**config.mk**
```make
export PLATFORM = sky130hd
export DESIGN_NAME = acc_link_unit
export DESIGN_NICKNAME = d
export VERILOG_FILES = /design/src/rtl/acc_pkg.sv /design/src/rtl/acc_incr_rot.sv /design/src/rtl/acc_skip_eval.sv /design/src/rtl/acc_link_unit.sv
export SDC_FILE = /design/constraint.sdc
export NUM_CORES = 1
export LEC_CHECK = 0
export BUFFER_PORTS_ARGS = -buffer_cell sky130_fd_sc_hd__buf_4
export CAP_MARGIN = 0
export CORE_UTILIZATION = 40
export DETAILED_ROUTE_END_ITERATION = 8
export SLEW_MARGIN = 5
export SYNTH_ARGS = -nofsm -noshare
export SYNTH_HDL_FRONTEND = slang
export SYNTH_SLANG_ARGS = --single-unit
export TNS_END_PERCENT = 30
```
**constraint.sdc**
```tcl
create_clock -name clk_i -period 2.9 [get_ports clk_i]
set_input_delay 0.145 -clock clk_i [delete_from_list [all_inputs] [get_ports clk_i]]
set_output_delay 0.145 -clock clk_i [all_outputs]
set_load 0.01 [all_outputs]
```
**src/rtl/acc_pkg.sv**
```systemverilog
`timescale 1ns/1ps
package acc_pkg;
  localparam int unsigned WORD_W = 12;

  typedef enum logic [1:0] {
    ST_F0 = 2'd0,
    ST_F1 = 2'd1,
    ST_F2 = 2'd2,
    ST_E0 = 2'd3
  } op_state_e;
endpackage

```
**src/rtl/acc_incr_rot.sv**
```systemverilog
`timescale 1ns/1ps
// E0 datapath: 13-bit increment followed by 0/1/2-place rotation in one cycle
module acc_incr_rot #(
  parameter int unsigned W = 12
) (
  input  logic [W-1:0] ac_i,
  input  logic         link_i,
  input  logic         inc_i,
  input  logic         rar_i,
  input  logic         ral_i,
  input  logic         twice_i,
  output logic [W-1:0] ac_o,
  output logic         link_o
);
  localparam int unsigned VW = W + 1;

  logic [VW-1:0] v_in, v_inc, v_rot;

  assign v_in  = {link_i, ac_i};
  assign v_inc = v_in + VW'(inc_i);

  always_comb begin
    unique case ({rar_i, ral_i, twice_i})
      3'b100:  v_rot = {v_inc[0], v_inc[VW-1:1]};
      3'b101:  v_rot = {v_inc[1:0], v_inc[VW-1:2]};
      3'b010:  v_rot = {v_inc[VW-2:0], v_inc[VW-1]};
      3'b011:  v_rot = {v_inc[VW-3:0], v_inc[VW-1:VW-2]};
      default: v_rot = v_inc;
    endcase
  end

  assign ac_o   = v_rot[W-1:0];
  assign link_o = v_rot[VW-1];
endmodule

```
**src/rtl/acc_skip_eval.sv**
```systemverilog
`timescale 1ns/1ps
module acc_skip_eval #(
  parameter int unsigned W = 12
) (
  input  logic [W-1:0] ac_i,
  input  logic         link_i,
  input  logic         sma_i,
  input  logic         sza_i,
  input  logic         snl_i,
  input  logic         rev_i,
  output logic         skip_o
);
  logic any_hit;

  assign any_hit = (sma_i & ac_i[W-1]) | (sza_i & (ac_i == '0)) | (snl_i & link_i);
  // reversed sense: skip when every selected test fails
  assign skip_o  = rev_i ? ~any_hit : any_hit;
endmodule

```
**src/rtl/acc_link_unit.sv**
```systemverilog
`timescale 1ns/1ps
module acc_link_unit
  import acc_pkg::*;
#(
  parameter int unsigned W = WORD_W
) (
  input  logic         clk_i,
  input  logic         rst_ni,
  input  logic [1:0]   state_i,
  input  logic [W-1:0] ir_i,
  input  logic         alu_load_i,
  input  logic [W-1:0] alu_ac_i,
  input  logic         alu_link_i,
  output logic [W-1:0] ac_o,
  output logic         link_o,
  output logic         neg_ac_o,
  output logic         zero_ac_o,
  output logic         zero_l_o,
  output logic         skip_o,
  output logic         halt_o
);
  op_state_e   st;
  logic [W-1:0] ac_q, ac_d, e0_ac;
  logic         l_q, l_d, e0_l;
  logic         is_opr, grp1, grp2, skip_raw;

  assign st     = op_state_e'(state_i);
  assign is_opr = (ir_i[W-1 -: 3] == 3'b111);
  assign grp1   = is_opr & ~ir_i[8];
  assign grp2   = is_opr &  ir_i[8] & ~ir_i[0];

  acc_incr_rot #(.W(W)) u_incr_rot (
    .ac_i    (ac_q),
    .link_i  (l_q),
    .inc_i   (ir_i[0]),
    .rar_i   (ir_i[3]),
    .ral_i   (ir_i[2]),
    .twice_i (ir_i[1]),
    .ac_o    (e0_ac),
    .link_o  (e0_l)
  );

  acc_skip_eval #(.W(W)) u_skip_eval (
    .ac_i   (ac_q),
    .link_i (l_q),
    .sma_i  (ir_i[6]),
    .sza_i  (ir_i[5]),
    .snl_i  (ir_i[4]),
    .rev_i  (ir_i[3]),
    .skip_o (skip_raw)
  );

  always_comb begin
    ac_d = ac_q;
    l_d  = l_q;
    if (alu_load_i) begin
      ac_d = alu_ac_i;
      l_d  = alu_link_i;
    end else begin
      unique case (st)
        ST_F1: if (grp1) begin
          if (ir_i[7]) ac_d = '0;
          if (ir_i[6]) l_d  = 1'b0;
        end
        ST_F2: begin
          if (grp1) begin
            if (ir_i[5]) ac_d = ~ac_q;
            if (ir_i[4]) l_d  = ~l_q;
          end
          if (grp2 && ir_i[7]) ac_d = '0;
        end
        ST_E0: if (grp1) begin
          ac_d = e0_ac;
          l_d  = e0_l;
        end
        default: ;
      endcase
    end
  end

  always_ff @(posedge clk_i or negedge rst_ni) begin
    if (!rst_ni) begin
      ac_q <= '0;
      l_q  <= 1'b0;
    end else begin
      ac_q <= ac_d;
      l_q  <= l_d;
    end
  end

  assign ac_o      = ac_q;
  assign link_o    = l_q;
  assign neg_ac_o  = ac_q[W-1];
  assign zero_ac_o = (ac_q == '0);
  assign zero_l_o  = ~l_q;
  assign skip_o    = grp2 & (st == ST_F1) & skip_raw;
  assign halt_o    = grp2 & (st == ST_F2) & ir_i[1];

  assert_load_R2: assert property (@(posedge clk_i) disable iff (!rst_ni)
    alu_load_i |=> (ac_o == $past(alu_ac_i)) && (link_o == $past(alu_link_i)));

  assert_clear_f1_R3: assert property (@(posedge clk_i) disable iff (!rst_ni)
    (!alu_load_i && st == ST_F1 && grp1 && ir_i[7] && ir_i[6]) |=> (ac_o == '0) && !link_o);

  assert_cma_f2_R4: assert property (@(posedge clk_i) disable iff (!rst_ni)
    (!alu_load_i && st == ST_F2 && grp1 && ir_i[5]) |=> ac_o == ~$past(ac_o));

  assert_rot_keeps_ones_R6: assert property (@(posedge clk_i) disable iff (!rst_ni)
    (!alu_load_i && st == ST_E0 && grp1 && !ir_i[0] && (ir_i[3] ^ ir_i[2]))
    |=> $countones({link_o, ac_o}) == $countones($past({link_o, ac_o})));

  assert_skip_window_R7: assert property (@(posedge clk_i) disable iff (!rst_ni)
    skip_o |-> (st == ST_F1));

  assert_halt_window_R8: assert property (@(posedge clk_i) disable iff (!rst_ni)
    halt_o |-> (st == ST_F2));

  assert_osr_inert_R8: assert property (@(posedge clk_i) disable iff (!rst_ni)
    (!alu_load_i && st == ST_F2 && grp2 && ir_i[2] && !ir_i[7]) |=> $stable(ac_o) && $stable(link_o));

  assert_idle_hold_R10: assert property (@(posedge clk_i) disable iff (!rst_ni)
    (!alu_load_i && (st == ST_F0 || !is_opr)) |=> $stable(ac_o) && $stable(link_o));
endmodule

```
==> results of run 1 <==
[sequential cells by signal (all words and copies together) (netlist names)]
register / cells
link_o: 1
ac_o: 12
[routing by layer]
layer	share of wire	GRT usage	routed length [um]
met5	0	0	0
met4	0.014	0.0719	97
met3	0.089	0.0387	640
met2	0.44	0.432	3140
met1	0.46	0.415	3280
[cells by family after synthesis]
kind of cell | after synthesis | synth area share
xor gates and xnor gates | 14 | 0.0703
adders and majority gates | 2 | 0.0124
buffers and inverters | 33 | 0.104
DFF | 13 | 0.162
muxes | 4 | 0.0205
AOI/OAI and AO/OA | 107 | 0.371
and+or+nand+nor | 104 | 0.260
[synthesized netlist by cell type, types with 3 or more instances]
master / count
nor2_1: 27
o21ai_0: 22
nand2_1: 28
nor4_1: 6
nand4_1: 3
a211oi_1: 5
mux2i_1: 3
buf_6: 3
nor3_1: 8
o22ai_1: 8
and3_1: 4
buf_2: 7
xnor2_1: 9
a22oi_1: 5
clkbuf_8: 3
buf_4: 6
nor2b_1: 5
o2111ai_1: 3
o31ai_1: 6
a31oi_1: 5
a21oi_1: 19
nand3_1: 6
clkbuf_1: 8
o221ai_1: 3
inv_1: 5
xor2_1: 4
o211ai_1: 4
dfrtp_1: 13
[per-stage QoR]
step / power [mW] / cell area, um^2 / setup slack (ps)
5_1_grt: 0.909 / 2360 / 357
6_report: 0.857 / 2360 / 506
3_3_place_gp: 0.681 / 2310 / 574
4_1_cts: 0.856 / 2360 / 540
3_5_place_dp: 0.677 / 2310 / 555
2_1_floorplan: 0.545 / 2010 / 840
[layout make-up]
cell class,instances,area (um^2)
inverter,5,18.8
tap,67,83.8
fill,508,2420
sequential,13,325
clock buffer,4,45.0
multi-input combinational,231,1480
timing repair buffer,55,415
[where the power goes]
part           switching [mW]  total (mW)  internal (mW)
Sequential             0.0734       0.280          0.206
Combinational           0.219       0.403          0.184
Clock                  0.0771       0.175         0.0975
Total                   0.370       0.857          0.487
[worst min-delay path: cells and delay by family]
family / cells / cell delay, ps
buffers and inverters: 1 / 80
and+or+nand+nor: 1 / 40
AOI/OAI and AO/OA: 1 / 60
[worst max path at each step]
| stage | from | endpoint | slack (ps) | depth (start not counted) |
|---|---|---|---|---|
| 3_5_place_dp | ac_o[0]$_DFFE_PN0P_ | ac_o[10]$_DFFE_PN0P_ | 560 | 7 |
| 2_1_floorplan | ac_o[0]$_DFFE_PN0P_ | ac_o[10]$_DFFE_PN0P_ | 840 | 7 |
| 6_report | ac_o[0]$_DFFE_PN0P_ | ac_o[10]$_DFFE_PN0P_ | 510 | 7 |
| 3_3_place_gp | ac_o[0]$_DFFE_PN0P_ | ac_o[8]$_DFFE_PN0P_ | 570 | 8 |
| 5_1_grt | ac_o[0]$_DFFE_PN0P_ | ac_o[8]$_DFFE_PN0P_ | 360 | 8 |
| 4_1_cts | ac_o[0]$_DFFE_PN0P_ | ac_o[10]$_DFFE_PN0P_ | 540 | 7 |
==> run metrics, run 1 <==
vias per cell=6.29; area delta synth->final=17.6%; register bit total from synthesis=13; total CTS buffers=3; crit share post-route=0.826; reg-to-reg slack, setup=510 ps; largest net degree at the start of global routing=23; measured slew at the worst slew-check pin=784 ps; # Post-CTS Setup Buffers=0; reg2reg path depth=7; NumNets Final=341; Setup Viol. Count Final=0; mapped cell area=0.00201 mm^2; row cnt=25; Critical Path AT=2530 ps; Max-Cap Viols=0; global-route wire length before repair=11300 um; ys flop type=dfrtp_1; Post-synth EDFFs=0; Synthesis Warnings=0; VDD IR max=154 uV; initial antenna violation count=0; Final Non-Filler Cells=375; H-tree levels=1; commonest cells after routing, fill and taps aside=buf_4, nand2_1, nor2_1; Overflow after GRT=0; WP buf/inv=0; most common cell after layout, fill and taps aside=buf_4; post-CTS sizing=0; Top delay family on crit path=simple AND/OR/NAND/NOR gates; die area=0.00531 mm^2; Rel. slew slack=0.472; drt first pass iters=5; RSZ-0062 raised after global routing=no; setup TNS=0 ps; vias=2357; distinct cell type count after synthesis=65; ranking of synthesized cells by area=dfrtp_1, o21ai_0, nand2_1; Routed wire per std cell=19.1 um; DRT antenna net count=0; critical path class=flop to flop; Pwr Density=362 mW/mm^2; Port-buffer cells=47; Initial Util=0.420; final wirelength=7160 um; slowest stage delay, CP=650 ps; Max Clock Skew=3.85 ps; worst hold path depth=3; clock sink total=13; layout cells sized above 1=0.218; Peak Freq=418 MHz; Die Width=72.9 um; Mapped Nets=309; sequential fraction of the synthesis area=0.162; WP data required=3040 ps; min Tclk post-route=2390 ps; Max Buffers Root-to-Sink=2; P_leak=0.932 nW; Skew-Pair Late Insertion Delay=250 ps; IO Pins=48; hold_ws=102 ps; FF-to-FF End=ac_o[10]$_DFFE_PN0P_; CTS tree=built; CP Launch Type=flop; First DRT Iteration DRCs=259; number of global-route vias before repair=2111; worst r2r src=ac_o[0]$_DFFE_PN0P_; clock root buffer=clkbuf_8; crit path max fanout=6; drc violations=0; crit-path cells=ha_1 > nand4_1 > or4b_4 > xnor2_4 > a2bb2o_4 > o22ai_2 > o31a_1; CP endpoint kind=flop; run status=complete, no violations; Worst Hold End=link_o$_DFFE_PN0P_; HP Class=primary input to flop; clock slew at the register clock pins of the worst setup and hold paths=60 ps; CP max stage cell=or4b_4; utilization after layout=0.494; area leader, netlist=dfrtp_1; Hold Violations, Final=0; CTS Hold Buffers Added=1; Core ar.=0.00479 mm^2; Total GRT Usage=0.282; post-synth top area share=0.162; placed insts=370; Hold Path Origin=alu_link_i; Chip Height=72.9 um; antenna cells=0; Placer Congestion=1.04; post-synthesis async set-or-reset flop share=1.00; gate count of the mapped netlist=277; Slew Limit Fails=0; DP HPWL=5370 um; syn avg cell area=7.26 um^2
(Power assumes the default switching activity.)
==> run 2: changes to the inputs <==
Settings changed: ABC_AREA set to 1.
Clock period 2.9 ns to 2.1 ns, I/O delays scaled along.
==> run 2 against run 1 <==
Effect of this change:
- non-clock buffer count grew 3
- hold slack better by 52 ps
- clock skew down 2.6 ps
- clock-buffer cell count did not move
- critical endpoint is now skip_o
- area after synthesis up 0.62%
- total power increased by 48%
- synthesized cell count increased by 32%
==> run metrics, run 2 <==
run status=complete, no violations; CTS tree=built; Max Clock Skew=1.22 ps (-2.64 ps); Pint=0.702 mW (+44%); FF-to-FF End=ac_o[4]$_DFFE_PN0P_; DRT antenna net count=0 (unchanged); min Tclk post-route=1950 ps; Setup WS post-layout=145 ps (-361 ps); DP HPWL=5010 um (-6.8%); post-synthesis async set-or-reset flop share=1.00 (unchanged); Worst Hold End=ac_o[2]$_DFFE_PN0P_; antenna cells=0 (unchanged); Overflow after GRT=0 (unchanged); initial antenna violation count=0 (unchanged); CP Launch Type=flop; Port-buffer cells=47 (unchanged); reg-to-reg slack, setup=230 ps (-280 ps); ys flop type=dfrtp_1; Post-synth EDFFs=0 (unchanged); crit path max fanout=6 (unchanged); H-tree levels=1 (unchanged); critical path class=flop to output port; area delta synth->final=24.6%; P_leak=1.35 nW (+45%); area leader, netlist=nand2_1; Core ar.=0.00479 mm^2 (unchanged); register bit total from synthesis=13 (unchanged); sequential fraction of the synthesis area=0.161 (-0.00100); worst hold path depth=5 (+2); area of the multi-input gates=0.00144 mm^2 (-2.3%); vias=2405 (+2.0%); Sw Pwr=0.568 mW (+54%); setup TNS=0 ps (unchanged); clock root buffer=clkbuf_8; RSZ-0062 raised after global routing=no; worst r2r src=ac_o[0]$_DFFE_PN0P_; Synthesis Warnings=0 (unchanged); distinct cell type count after synthesis=41 (-37%); mapped cell area=0.00202 mm^2 (+0.62%); final wirelength=6350 um (-11%); # fillers=526 (+3.5%); Peak Freq=512 MHz; VDD IR max=346 uV (+120%); clock slew at the register clock pins of the worst setup and hold paths=50 ps (about the same); Routed wire per std cell=13.2 um (-31%); clock sink total=13 (unchanged); NumNets Final=447 (+31%); Max Buffers Root-to-Sink=2 (unchanged); post-synth top area share=0.224 (+0.0627); Chip Height=73.1 um (+0.30%); CP endpoint kind=output port; IO Pins=48 (unchanged); Placer Congestion=0.887 (-15%); hold_ws=154 ps (+51.6 ps); Slew Limit Fails=0 (unchanged); HP Class=primary input to flop; Setup Viol. Count Final=0 (unchanged); Skew-Pair Late Insertion Delay=240 ps (about the same); Max-Cap Viols=0 (unchanged); Register Area=328 um^2 (+0.77%); drc violations=0 (unchanged); Critical Path AT=1850 ps (-680 ps); Initial Util=0.423 (+0.00261); clock power share=0.177 (-0.027); First DRT Iteration DRCs=189 (-27%); total CTS buffers=3 (unchanged); number of global-route vias before repair=2323 (+10%); Total GRT Usage=0.261 (-0.0215); most common cell after layout, fill and taps aside=nand2_1; gate count of the mapped netlist=366 (+32%); dpl ws=115 ps (-441 ps); # Post-CTS Setup Buffers=0 (unchanged); Mapped Nets=398 (+29%); vias per cell=5.00 (-20%); layout cells sized above 1=0.213 (-0.00497); Rel. slew slack=0.654 (+0.182); commonest cells after routing, fill and taps aside=nand2_1, buf_4, inv_1; Hold Path Origin=alu_ac_i[2]; global-route wire length before repair=10800 um (-4.4%); Sw Ratio=0.447 (+0.0161); Largest register FFs=12 (unchanged); ranking of synthesized cells by area=nand2_1, dfrtp_1, nand3_1; reg2reg path depth=12 (+5); syn avg cell area=5.53 um^2 (-24%); drt first pass iters=4 (-1); Total Power=1.27 mW (+48%); cell with the most instances after synthesis=nand2_1; row cnt=25 (unchanged); combinational share of power=0.517 (+0.047); top post-synthesis cells by count=nand2_1, inv_1, nand3_1; Pwr Density=504 mW/mm^2 (+39%); largest net degree at the start of global routing=17 (-26%); Sequential Power Share=0.307 (-0.019); Die Width=73.1 um (+0.30%); measured slew at the worst slew-check pin=518 ps (-266 ps); WP data required=2000 ps (-1040 ps); die area=0.00535 mm^2 (+0.60%); Hold Violations, Final=0 (unchanged); crit share post-route=0.931
[run 2: changes by cell type in the layout (fill, tap and decap cells not counted), sizes merged, moves of 6 or more]
cell   previous run  this run
nor2             27        39
o22ai            10         0
inv               5        48
o31ai             6         0
nand3             6        44
xnor2            10         1
nand2            28       128
[run 2: timing repair]
action,4_1_cts,5_1_grt
endpoints found under the setup margin,0,12
gates resized for setup,0,5
hold endpoints to repair,13,0
hold buffers,1,0
[run 2: area by class of cell]
| class | count | share of cell area |
|---|---|---|
| timing repair buffer | 58 | 0.174 |
| multi-input combinational | 290 | 0.572 |
| tap | 67 | 0.0333 |
| inverter | 49 | 0.0730 |
| sequential | 13 | 0.130 |
| clock buffer | 4 | 0.0179 |
[run 2: power groups by stage]
| stage | logic [mW] | registers (mW) | clock network (mW) |
|---|---|---|---|
| final | 0.656 | 0.390 | 0.224 |
| after global routing | 0.737 | 0.399 | 0.237 |
| after CTS | 0.651 | 0.385 | 0.226 |
| after detailed placement | 0.646 | 0.389 | 0 |
| after global placement | 0.645 | 0.390 | 0 |
| after floorplan | 0.406 | 0.378 | 0 |
[run 2: worst max-delay path: stages, from the launching register on]
cell and delay, ps:
dfrtp_1 480, buf_4 200, nor4_2 200, and3_1 240, nand2_1 70, nand2_1 100, xor2_1 150, nor2_1 50
buf_4 140
[run 2: how the worst max path moves through the flow]
| stage | startpoint | endpoint | slack, ps | cells past startpoint |
|---|---|---|---|---|
| after detailed placement | ac_o[0]$_DFFE_PN0P_ | ac_o[6]$_DFFE_PN0P_ | 110 | 11 |
| final | ac_o[1]$_DFFE_PN0P_ | skip_o | 150 | 8 |
| after global placement | ac_o[0]$_DFFE_PN0P_ | ac_o[6]$_DFFE_PN0P_ | 160 | 11 |
| after CTS | ac_o[0]$_DFFE_PN0P_ | ac_o[6]$_DFFE_PN0P_ | 110 | 11 |
| after global routing | ac_o[1]$_DFFE_PN0P_ | skip_o | 6 | 8 |
| after floorplan | ac_o[0]$_DFFE_PN0P_ | ac_o[6]$_DFFE_PN0P_ | 350 | 11 |
[run 2: metrics by stage]
stage | cell area [um^2] | cells | utilization
2_1_floorplan | 2020 | 366 | -
3_3_place_gp | 2450 | 476 | 0.512
3_5_place_dp | 2450 | 476 | 0.512
4_1_cts | 2500 | 481 | 0.523
5_1_grt | 2520 | 481 | 0.527
6_report | 2520 | 481 | 0.527
[run 2: layer usage]
layer  vias to the layer above  routed length [um]  track usage
met3                         7                 269      0.00967
met2                        75                2860        0.419
li1                       1267                   -            -
met5                         -                   0            0
met1                      1056                3150        0.375
met4                         0                  72       0.0828
[run 2: cells by family after synthesis]
| kind of cell | synth area share |
|---|---|
| simple gates | 0.528 |
| buf+inv | 0.133 |
| compound gates | 0.132 |
| flops | 0.161 |
| xor+xnor | 0.0340 |
| fa+ha+maj | 0.0124 |
